**config.mk**
```make
export PLATFORM = sky130hd
export DESIGN_NAME = onewire_master
export DESIGN_NICKNAME = d
export VERILOG_FILES = /design/src/rtl/owm_pkg.sv /design/src/rtl/owm_sync.sv /design/src/rtl/owm_tick_timer.sv /design/src/rtl/owm_presence_win.sv /design/src/rtl/onewire_master.sv
export SDC_FILE = /design/constraint.sdc
export NUM_CORES = 1
export LEC_CHECK = 0
export BUFFER_PORTS_ARGS = -buffer_cell sky130_fd_sc_hd__buf_2
export CAP_MARGIN = 25
export CORE_MARGIN = 8
export CORE_UTILIZATION = 30
export CTS_CLUSTER_DIAMETER = 60
export DETAILED_ROUTE_END_ITERATION = 12
export GPL_ROUTABILITY_DRIVEN = 0
export PLACE_DENSITY = 0.56
export SLEW_MARGIN = 15
export SYNTH_ARGS = -nofsm -noshare
export SYNTH_HDL_FRONTEND = slang
export SYNTH_HIERARCHICAL = 1
export SYNTH_SLANG_ARGS = --single-unit
```
**constraint.sdc**
```tcl
create_clock -name clk -period 4.85 [get_ports clk]
set_input_delay 0.2425 -clock clk [delete_from_list [all_inputs] [get_ports clk]]
set_output_delay 0.2425 -clock clk [all_outputs]
set_load 0.05 [all_outputs]
```
**src/rtl/owm_pkg.sv**
```systemverilog
package owm_pkg;

  // Operation codes as they appear on cmd_op
  typedef enum logic [1:0] {
    OP_RESET = 2'b00,
    OP_WR0   = 2'b01,
    OP_WR1   = 2'b10,
    OP_READ  = 2'b11
  } owm_op_e;

  // Sequencer phases
  typedef enum logic [1:0] {
    ST_IDLE  = 2'd0,
    ST_LOW   = 2'd1,
    ST_HIGH  = 2'd2,
    ST_RECOV = 2'd3
  } owm_state_e;

endpackage

```
**src/rtl/owm_sync.sv**
```systemverilog
// Multi-stage resynchroniser for the bus line; resets to the released level.
module owm_sync #(
  parameter int STAGES = 2
) (
  input  logic clk,
  input  logic rst,
  input  logic d,
  output logic q
);
  logic [STAGES-1:0] sh;

  generate
    if (STAGES == 1) begin : g_one
      always_ff @(posedge clk) begin
        if (rst) sh <= '1;
        else     sh <= d;
      end
    end else begin : g_many
      always_ff @(posedge clk) begin
        if (rst) sh <= '1;
        else     sh <= {sh[STAGES-2:0], d};
      end
    end
  endgenerate

  assign q = sh[STAGES-1];
endmodule

```
**src/rtl/owm_tick_timer.sv**
```systemverilog
// Phase timer: counts microsecond ticks, flags the tick that ends the phase.
module owm_tick_timer #(
  parameter int CW = 10
) (
  input  logic          clk,
  input  logic          rst,
  input  logic          clear,
  input  logic          tick,
  input  logic [CW-1:0] limit,
  output logic [CW-1:0] count,
  output logic          last
);
  always_ff @(posedge clk) begin
    if (rst || clear) count <= '0;
    else if (tick)    count <= count + 1'b1;
  end

  assign last = tick && (count == limit - 1'b1);
endmodule

```
**src/rtl/owm_presence_win.sv**
```systemverilog
// Presence qualifier: line must be high at the check tick and low
// somewhere inside [WOPEN, WCLOSE] released ticks.
module owm_presence_win #(
  parameter int CW     = 10,
  parameter int PCHK   = 2,
  parameter int WOPEN  = 15,
  parameter int WCLOSE = 120
) (
  input  logic          clk,
  input  logic          rst,
  input  logic          arm,
  input  logic          en,
  input  logic [CW-1:0] count,
  input  logic          line_s,
  output logic          found
);
  localparam logic [CW-1:0] T_CHK   = CW'(PCHK);
  localparam logic [CW-1:0] T_OPEN  = CW'(WOPEN);
  localparam logic [CW-1:0] T_CLOSE = CW'(WCLOSE);

  logic seen_q, stuck_q;

  always_ff @(posedge clk) begin
    if (rst || arm) begin
      seen_q  <= 1'b0;
      stuck_q <= 1'b0;
    end else if (en) begin
      if (count == T_CHK && !line_s)
        stuck_q <= 1'b1;
      if (count >= T_OPEN && count <= T_CLOSE && !line_s)
        seen_q <= 1'b1;
    end
  end

  assign found = seen_q && !stuck_q;
endmodule

```
**src/rtl/onewire_master.sv**
```systemverilog
module onewire_master
  import owm_pkg::*;
#(
  parameter int RST_LOW    = 500,
  parameter int RST_HIGH   = 500,
  parameter int W0_LOW     = 100,
  parameter int SHORT_LOW  = 5,
  parameter int SLOT       = 120,
  parameter int REC        = 2,
  parameter int SAMPLE_AT  = 13,
  parameter int PRES_CHK   = 2,
  parameter int PRES_OPEN  = 15,
  parameter int PRES_CLOSE = 120,
  parameter int SYNC_STAGES = 2
) (
  input  logic       clk,
  input  logic       rst,
  input  logic       us_tick,
  input  logic       cmd_valid,
  input  logic [1:0] cmd_op,
  output logic       cmd_ready,
  input  logic       line_in,
  output logic       line_oe,
  output logic       done,
  output logic       presence,
  output logic       rx_bit
);

  // Counter wide enough for the longest phase plus headroom
  localparam int CW = $clog2(RST_LOW + RST_HIGH + SLOT + REC + 1) + 1;

  localparam logic [CW-1:0] T_RST_LOW  = CW'(RST_LOW);
  localparam logic [CW-1:0] T_RST_HIGH = CW'(RST_HIGH);
  localparam logic [CW-1:0] T_W0_LOW   = CW'(W0_LOW);
  localparam logic [CW-1:0] T_SH_LOW   = CW'(SHORT_LOW);
  localparam logic [CW-1:0] T_W0_HIGH  = CW'(SLOT - W0_LOW);
  localparam logic [CW-1:0] T_SH_HIGH  = CW'(SLOT - SHORT_LOW);
  localparam logic [CW-1:0] T_REC      = CW'(REC);
  // released-phase count value at which the read sample is taken
  localparam logic [CW-1:0] T_RD_IDX   = CW'(SAMPLE_AT - SHORT_LOW - 1);

  owm_state_e    state_q;
  owm_op_e       op_q;
  logic          line_s;
  logic          accept;
  logic          tmr_tick;
  logic          tmr_clear;
  logic          tmr_last;
  logic [CW-1:0] tmr_count;
  logic [CW-1:0] tmr_limit;
  logic          pres_arm;
  logic          pres_en;
  logic          pres_found;
  logic          rd_cap_q;

  // ---------------- line input resynchroniser ----------------
  owm_sync #(.STAGES(SYNC_STAGES)) u_sync (
    .clk (clk),
    .rst (rst),
    .d   (line_in),
    .q   (line_s)
  );

  // ---------------- request acceptance (busy has priority) ----------------
  assign cmd_ready = (state_q == ST_IDLE);
  assign accept    = cmd_valid && cmd_ready;

  // ---------------- phase length selection ----------------
  always_comb begin
    tmr_limit = T_REC;
    unique case (state_q)
      ST_LOW: begin
        if (op_q == OP_RESET)    tmr_limit = T_RST_LOW;
        else if (op_q == OP_WR0) tmr_limit = T_W0_LOW;
        else                     tmr_limit = T_SH_LOW;
      end
      ST_HIGH: begin
        if (op_q == OP_RESET)    tmr_limit = T_RST_HIGH;
        else if (op_q == OP_WR0) tmr_limit = T_W0_HIGH;
        else                     tmr_limit = T_SH_HIGH;
      end
      default: tmr_limit = T_REC;
    endcase
  end

  assign tmr_tick  = us_tick && (state_q != ST_IDLE);
  assign tmr_clear = accept || tmr_last;

  owm_tick_timer #(.CW(CW)) u_timer (
    .clk   (clk),
    .rst   (rst),
    .clear (tmr_clear),
    .tick  (tmr_tick),
    .limit (tmr_limit),
    .count (tmr_count),
    .last  (tmr_last)
  );

  // ---------------- presence window ----------------
  assign pres_arm = accept && (cmd_op == OP_RESET);
  assign pres_en  = us_tick && (state_q == ST_HIGH) && (op_q == OP_RESET);

  owm_presence_win #(
    .CW     (CW),
    .PCHK   (PRES_CHK),
    .WOPEN  (PRES_OPEN),
    .WCLOSE (PRES_CLOSE)
  ) u_pres (
    .clk    (clk),
    .rst    (rst),
    .arm    (pres_arm),
    .en     (pres_en),
    .count  (tmr_count),
    .line_s (line_s),
    .found  (pres_found)
  );

  // ---------------- sequencer ----------------
  always_ff @(posedge clk) begin
    if (rst) begin
      state_q  <= ST_IDLE;
      op_q     <= OP_RESET;
      line_oe  <= 1'b0;
      done     <= 1'b0;
      presence <= 1'b0;
      rx_bit   <= 1'b0;
      rd_cap_q <= 1'b0;
    end else begin
      done <= 1'b0;
      unique case (state_q)
        ST_IDLE: begin
          if (cmd_valid) begin
            op_q    <= owm_op_e'(cmd_op);
            line_oe <= 1'b1;
            state_q <= ST_LOW;
          end
        end
        ST_LOW: begin
          if (tmr_last) begin
            line_oe <= 1'b0;
            state_q <= ST_HIGH;
          end
        end
        ST_HIGH: begin
          if (op_q == OP_READ && us_tick && tmr_count == T_RD_IDX)
            rd_cap_q <= line_s;
          if (tmr_last) begin
            if (op_q == OP_RESET) begin
              presence <= pres_found;
              done     <= 1'b1;
              state_q  <= ST_IDLE;
            end else begin
              state_q  <= ST_RECOV;
            end
          end
        end
        default: begin
          if (tmr_last) begin
            if (op_q == OP_READ) rx_bit <= rd_cap_q;
            done    <= 1'b1;
            state_q <= ST_IDLE;
          end
        end
      endcase
    end
  end

endmodule

```
==> impl_metrics.ini, run 1 <==
[status]
status = finished clean

[grt]
antenna_found_initial = 0
grt_pass1_vias = 1423
grt-ovfl-total = 0
grt_pass1_wl_mm = 6.82
track_usage = 0.0958
grt_max_degree = 18

[floorplan]
rows = 28
die_y_um = 92.9
dieArea_um2 = 8640
ioPinCount = 12
coreArea_um2 = 5820
die_x_um = 92.9
start_util = 0.305

[clocking]
postCtsSetupBuffers = 0
cts-root-buf = clkbuf_8
h-tree-depth = 1
cts_sinks = 25
clock_latency_ps = 280
clockBufferDepth = 2
cts_resized = 0
hold_buffers = 0
cts_tree = done
clk_pin_slew_ps = 100
numCtsBuffers = 3

[critical_path]
crit_type = flop to flop
rr_worst_depth = 14
endpoint_kind = flop
critPathSlowestCell = or4b_1
cp_slowest_stage_delay_ps = 530
crit_chain = inv_1, ha_1, o21ai_1, nor2_1, inv_1, ha_1, nand2b_1, o31a_1, or3_1, or4b_1, nor4b_2, o21ba_1, or3_1, o31ai_1
cp.buffers_inverters = 2
timing.rr.start = state_q[0]
r2r_end = state_q[1]
crit_fanout = 11
rrSetupSlack_ps = 730
cp.required_ps = 5040
arrival_ps = 4310
cp_top_family = simple AND/OR/NAND/NOR gates
critPathLaunchType = flop

[logic_synthesis]
ys_seq_elements = 25
yosysTopAreaCell = dfxtp_1
synthCells = 213
synth_edf_count = 0
async_reset_ff_frac = 0
avgSynthCellArea_um2 = 8.34
synth_top_area_frac = 0.282
seq_area_frac_synth = 0.282
ys.flop_type = dfxtp_1
yosys_warnings = 6
synth_area_leaders = dfxtp_1 (28%), xnor2_1 (6.4%), xor2_1 (5.4%)
synth_area_um2 = 1780
yosys.cell_types.count = 53

[routing]
wirelength_mm = 3.91
first_pass_iters = 4
vias = 1498
drc_errors = 0
drtAntennaViolNets = 0
via_per_inst = 4.88
wire_per_inst_um = 12.7
drt_iter0_drc = 63

[timing]
period_share = 0.849
rsz0062_at_grt = false
finalSetupViolCount = 0
drv_slew = 0
finalHoldViolations = 0
holdWs_ps = 145
period_needed_ps = 4120
fmax_ghz = 0.243
final.setup.tns_ps = 0
worst_clock_skew_ps = 6.28

[finish]
utilization = 0.339
drive_above_1_share = 0.112
area_delta_synth_final_pct = 11.1
diodes = 0
nets = 247

[power]
peakVddDrop_v = 0.000181
power_density_nw_per_um2 = 384
leakagePower_uw = 0.000706

[hold_path]
hp-class = input port to flop
hold_depth = 2
holdPathEnd = u_sync/sh[0]
min_from = line_in

[place]
hpwl_mm = 2.93
numPortBuffers = 11

[job]
maxCapViolCount = 0
==> routing by layer <==
layer  share of wire  vias up  global-route usage  wire, µm
met1            0.52      691               0.133      2050
met3           0.022        4              0.0154        86
li1                -      789                   -         -
met4          0.0087        0              0.0282        34
met2            0.45       14               0.147      1740
met5               0        -                   0         0
==> metrics by stage <==
step | total power (µW) | instance area [µm²] | cells | setup slack (ps)
after global routing | 820 | 1970 | 307 | 386
after global placement | 624 | 1920 | 303 | 827
after floorplan | 565 | 1820 | 224 | 1110
after detailed placement | 627 | 1920 | 303 | 713
after CTS | 766 | 1970 | 307 | 663
final | 758 | 1970 | 307 | 732
==> worst register-to-register path, cell delays in order (launching register included) <==
cell      delay (ps)
dfxtp_1          410
inv_1             80
ha_1             330
o21ai_1          210
nor2_1           130
inv_1             70
ha_1             220
nand2b_1         210
o31a_1           280
or3_1            330
or4b_1           530
nor4b_2          410
o21ba_1          230
or3_1            370
o31ai_1          220
==> cell usage after synthesis, types with 6 or more instances <==
| master | number |
|---|---|
| dfxtp_1 | 25 |
| nor2_1 | 19 |
| nand2_1 | 14 |
| xnor2_1 | 13 |
| a21oi_1 | 12 |
| xor2_1 | 11 |
| nor3_1 | 10 |
| nor2b_1 | 9 |
| ha_1 | 7 |
| or3_1 | 7 |
| inv_1 | 6 |
| nand3_1 | 6 |
| o21ai_0 | 6 |
==> worst max path at each step <==
stage,startpoint,end,slack [ps],cells after the start
after detailed placement,state_q[0],state_q[1],710,14
after global routing,state_q[0],state_q[1],390,14
after global placement,state_q[0],state_q[1],830,14
final,state_q[0],state_q[1],730,14
after CTS,state_q[0],state_q[1],660,14
after floorplan,state_q[0],state_q[1],1110,16
==> final cells by class <==
cell class                      count  area (µm²)
Clock inverter                      1        8.76
Inverter                            7        26.3
Timing Repair Buffer               12        62.6
Fill cell                         649        3840
Tap cell                           75        93.8
Multi-Input combinational cell    184        1240
Sequential cell                    25         500
Clock buffer                        3        41.3
==> logic make-up (layout without fill, tap and decap cells) <==
logic type      count (synthesis)  count (layout)  synth area share
fa+ha+maj                       7               7            0.0493
compound gates                 40              40             0.146
other cells                     1              12           0.00211
simple gates                   96              96             0.331
buf+inv                        15              23            0.0430
flops                          25              25             0.282
xor+xnor                       24              24             0.118
mux                             5               5            0.0282
==> where the power goes <==
group | internal [µW] | switching, µW | leakage [µW]
clock network | 60.3 | 74.8 | 0.0000261
logic | 147 | 236 | 0.000477
registers | 219 | 20.4 | 0.000203
total | 426 | 331 | 0.000706
==> placed cells by master (no fill, tap or decap), types with 2 or more instances in the layout <==
| cell | netlist | routed |
|---|---|---|
| ha_1 | 7 | 7 |
| nand4_1 | 5 | 5 |
| nor4_4 | 2 | 2 |
| clkbuf_8 | 0 | 3 |
| nor4_1 | 2 | 2 |
| xor2_1 | 11 | 11 |
| nor2_1 | 19 | 19 |
| o31ai_1 | 4 | 4 |
| nand4b_1 | 2 | 2 |
| nor2b_1 | 9 | 9 |
| xnor2_1 | 13 | 13 |
| or3_1 | 7 | 7 |
| nand2b_1 | 4 | 4 |
| o21ai_0 | 6 | 6 |
| buf_2 | 3 | 11 |
| nand2_1 | 14 | 14 |
| o21ai_1 | 3 | 3 |
| a21oi_1 | 12 | 12 |
| o21a_1 | 2 | 2 |
| dfxtp_1 | 25 | 25 |
| inv_1 | 6 | 6 |
| or2_1 | 2 | 2 |
| conb_1 | 1 | 12 |
| nor3_1 | 10 | 10 |
| nor4b_2 | 3 | 3 |
| nand3_1 | 6 | 6 |
| mux2i_1 | 5 | 5 |
| a211o_1 | 2 | 2 |
==> sequential cells by signal, summed over array words and instances, names as in the netlist <==
signal / cells
u_sync/sh: 2
rx_bit: 1
state_q: 2
line_oe: 1
u_pres/seen_q: 1
u_pres/stuck_q: 1
op_q: 2
presence: 1
done: 1
u_timer/count: 12
rd_cap_q: 1
Note: power is estimated with default switching activity, not from simulation.
==> inputs of run 2 (changes only) <==
- clock period: 4.85 -> 3.85 ns (I/O delays scaled with it)
==> run 2 against run 1 <==
  * Worst setup slack got worse by 530 ps
  * Critical endpoint unchanged
  * Fmax grew 13%
  * Critical path depth is 2 lower
  * Largest cell class unchanged
  * Cell area up 8.1%
==> impl_metrics.ini, run 2 (synthesis gave the netlist of run 1 again) <==
[power]
pwr-share-seq = 0.289
peakVddDrop_v = 0.000229
power_density_nw_per_um2 = 502
power_frac_comb = 0.555
switching_power_uw = 455
p_int_uw = 615
p_sw_frac = 0.425
pwr-share-clk = 0.155
leakagePower_uw = 0.000771

[timing]
fmax_ghz = 0.274
final.setup.tns_ps = 0
finalHoldViolations = 0
drv_slew = 0
period_needed_ps = 3650
holdWs_ps = 95.1
finalSetupViolCount = 0
worst_clock_skew_ps = 4.59
period_share = 0.949

[hold_path]
holdPathEnd = u_sync/sh[0]
hold_depth = 2
min_from = line_in
hp-class = input port to flop

[routing]
wirelength_mm = 4.09
drt_iter0_drc = 94
vias = 1567
first_pass_iters = 4
wire_per_inst_um = 12.8
drtAntennaViolNets = 0
via_per_inst = 4.93
drc_errors = 0

[finish]
layout.cells.most_common_list = dfxtp_1 (23), nor2_1 (18), nand2_1 (14)
final_common_cell = dfxtp_1
diodes = 0
n_fill_cell = 615
top_register = u_timer/count
finalNonFillerCells = 318
nets = 258
area_delta_synth_final_pct = 20.1
largest_reg_flops = 12
drive_above_1_share = 0.202

[critical_path]
crit_type = flop to flop
r2r_end = state_q[1]
rrSetupSlack_ps = 200
critPathLaunchType = flop
crit_fanout = 6
endpoint_kind = flop
timing.rr.start = state_q[0]
arrival_ps = 3840
critPathLaunch = state_q[0]
cp.required_ps = 4040
rr_worst_depth = 12

[clocking]
clock_latency_ps = 270
clk_pin_slew_ps = 90
cts_tree = done
cts_sinks = 25
cts-root-buf = clkbuf_8
h-tree-depth = 1
clockBufferDepth = 2
numCtsBuffers = 3
hold_buffers = 0

[floorplan]
die_x_um = 92.9
die_y_um = 92.9
coreArea_um2 = 5820
start_util = 0.305
rows = 28
dieArea_um2 = 8640
ioPinCount = 12

[place]
hpwl_mm = 3.01
numPortBuffers = 11
dp_cells = 312

[grt]
track_usage = 0.0967
antenna_found_initial = 0
grt_pass1_wl_mm = 6.84
grt_max_degree = 18
grt-ovfl-total = 0
grt_pass1_vias = 1429

[status]
status = finished clean

[job]
maxCapViolCount = 0
==> run 2: cell count changes in the layout (fill, tap and decap cells not counted), sizes merged <==
cell  delta
buf     +11
==> run 2: power groups by stage <==
| stage | registers [µW] | clock network, µW | logic [µW] |
|---|---|---|---|
| floorplan | 311 | 0 | 402 |
| global placement | 307 | 0 | 528 |
| detailed placement | 308 | 0 | 523 |
| CTS | 303 | 175 | 529 |
| global route | 313 | 189 | 656 |
| finish | 310 | 166 | 594 |
==> run 2: metal layers <==
metal  track usage  routed length [µm]  part of all wire
met5             0                   0                 0
met4        0.0349                  62             0.015
met3        0.0162                 115             0.028
met2         0.154                1870              0.46
met1         0.127                2040              0.50
==> run 2: worst max-delay path by stage <==
stage / to / cells after the start / slack [ps]
final: state_q[1] / 12 / 200
after CTS: state_q[1] / 12 / 70
after global placement: presence / 12 / 70
after detailed placement: state_q[1] / 12 / 20
after floorplan: state_q[1] / 16 / 110
after global routing: state_q[1] / 15 / -20
==> run 2: final cells by class <==
cell class,instances,area (µm²),area share
clock inverter,1,8.76,0.00411
inverter,7,26.3,0.0123
sequential,25,508,0.238
tap,75,93.8,0.0440
multi-input combinational,184,1310,0.614
clock buffer,3,41.3,0.0194
timing repair buffer,23,145,0.0681
==> run 2: critical path, cell delays in order, from the launching register on <==
cell	delay, ps
dfxtp_4	400
inv_2	70
ha_4	180
a21boi_1	120
o21a_2	260
or4_4	600
o41ai_2	340
or4b_4	510
nor4b_4	290
buf_4	160
mux2i_1	80
or3_1	340
o31ai_1	220
==> run 2: per-stage QoR <==
stage,worst slack (ps),utilization,total power [µW],instance area [µm²]
floorplan,107,-,712,1820
finish,198,0.367,1070,2130
global route,-17.2,0.367,1160,2130
CTS,72.0,0.352,1010,2040
detailed placement,23.4,0.342,831,1990
global placement,71.5,0.342,834,1990
==> run 2: repair_timing <==
action / CTS / global route
setup buffers: 0 / 2
endpoints found under the setup margin: 2 / 16
pin swaps: 0 / 4
hold endpoints to repair: 0 / 0
resized for setup: 1 / 16
==> inputs of run 3 (changes only) <==
- BUFFER_PORTS_ARGS: -buffer_cell sky130_fd_sc_hd__buf_2 -> unset
- DONT_BUFFER_PORTS: unset -> 1
- PLACE_DENSITY: 0.56 -> 0.55
==> run 3 against run 2 <==
  * Register-to-register slack better by 30 ps
  * Fmax up 0.94%
  * Flip-flop and latch count unchanged
  * Critical endpoint unchanged
  * Highest routed layer unchanged
==> impl_metrics.ini, run 3 (synthesis gave the netlist of run 1 again) <==
[status]
status = finished clean

[power]
pwr-share-clk = 0.162
power_frac_comb = 0.537
power_density_nw_per_um2 = 503
pwr-share-seq = 0.301
p_sw_frac = 0.424
leakagePower_uw = 0.000724
p_int_uw = 597
peakVddDrop_v = 0.000267
switching_power_uw = 440

[critical_path]
timing.rr.start = state_q[0]
cp.required_ps = 4040
cp_slowest_stage_delay_ps = 550
cp_top_family = simple AND/OR/NAND/NOR gates
crit_chain = inv_1, ha_2, a21boi_1, o21a_1, or4_4, o41ai_1, or4b_1, nor4b_2, buf_4, mux2i_1, or3_1, o31ai_1
cp.buffers_inverters = 2
crit_fanout = 7
critPathLaunchType = flop
crit_type = flop to flop
critPathSlowestCell = or4_4
endpoint_kind = flop
critPathLaunch = state_q[0]
arrival_ps = 3810

[floorplan]
die_y_um = 92.9
coreArea_um2 = 5820
rows = 28
dieArea_um2 = 8640
ioPinCount = 12
die_x_um = 92.9
start_util = 0.305

[clocking]
cts-root-buf = clkbuf_8
clock_latency_ps = 270
numCtsBuffers = 3
h-tree-depth = 1
clockBufferDepth = 2
clk_pin_slew_ps = 100
cts_tree = done
cts_sinks = 25
postCtsSetupBuffers = 0

[place]
hpwl_mm = 3.12
numPortBuffers = 0
pre_cts_ws_ps = 86.7

[timing]
worst_clock_skew_ps = 3.05
final.setup.tns_ps = 0
rsz0062_at_grt = false
finalSetupViolCount = 0
fmax_ghz = 0.276
max_slew_margin = 0.628
max_slew.worst_pin.slew_ps = 557
drv_slew = 0
period_needed_ps = 3620
finalHoldViolations = 0
period_share = 0.940
setup_slack_ps = 232

[finish]
nets = 250
final_common_cell = dfxtp_1
drive_above_1_share = 0.145
layout.cells.most_common_list = dfxtp_1 (24), nor2_1 (18), nand2_1 (14)
top_register = u_timer/count
largest_reg_flops = 12
area_delta_synth_final_pct = 16.1
diodes = 0

[job]
maxCapViolCount = 0

[routing]
drc_errors = 0
dr_wl_met2_mm = 1.98
dr_wl_met3_um = 139
via_per_inst = 4.99
wire_per_inst_um = 13.7
wl_met1_mm = 2.07
vias = 1548
drt_iter0_drc = 122
first_pass_iters = 4
drtAntennaViolNets = 0
maxUsedRoutingLayer = met4
wirelength_mm = 4.25

[grt]
antenna_found_initial = 0
grt-ovfl-total = 0
grt_pass1_vias = 1501
track_usage = 0.102
grt_max_degree = 17
grt_pass1_wl_mm = 7.16

[hold_path]
hp-class = input port to flop
min_from = cmd_op[0]
[run 3: cell count changes in the layout (fill, tap and decap cells not counted), moves of 2 or more]
cell / delta
buf_2: -11
dfxtp_4: -2
dlygate4sd3_1: +3
ha_2: +3
ha_4: -2
[run 3: layout make-up]
class / count / area [µm²]
clock buffers: 3 / 41.3
fillers: 631 / 3750
repair buffers: 15 / 120
multi-input cells: 184 / 1270
flip-flops and latches: 25 / 502
clock inverters: 1 / 8.76
well taps: 75 / 93.8
inverters: 7 / 26.3
[run 3: power groups by stage]
stage	registers [µW]	logic, µW	clock network, µW
2_1_floorplan	311	402	0
3_3_place_gp	316	519	0
3_5_place_dp	317	522	0
4_1_cts	311	527	177
5_1_grt	317	618	188
6_report	312	557	168
[run 3: final timing paths]
| check | slack [ps] | to | cells after the start |
|---|---|---|---|
| setup / recovery | 230 | state_q[1] | 12 |
| hold / removal | 60 | op_q[0] | 2 |
| setup reg to reg | 230 | state_q[1] | 12 |
| hold reg to reg | 410 | u_sync/sh[1] | 1 |
[run 3: metrics by stage]
stage          area, µm²  power [µW]  cells  hold WS (ps)  utilization
6_report            2060        1040    310          61.8        0.355
3_3_place_gp        1950         836    303           265        0.335
3_5_place_dp        1950         839    303           266        0.335
2_1_floorplan       1820         712    224           263            -
5_1_grt             2060        1120    310          53.0        0.355
4_1_cts             2010        1020    308         0.339        0.346
[run 3: metal layers]
metal / vias up / GRT usage
met1: 730 / 0.133
met5: - / 0
met2: 20 / 0.159
li1: 794 / -
met4: 0 / 0.0443
met3: 4 / 0.0186
[run 3: repair_timing]
action	4_1_cts	5_1_grt
hold buffers	1	2
hold endpoints to repair	8	1
endpoints found under the setup margin	0	15
gates resized for setup	0	8
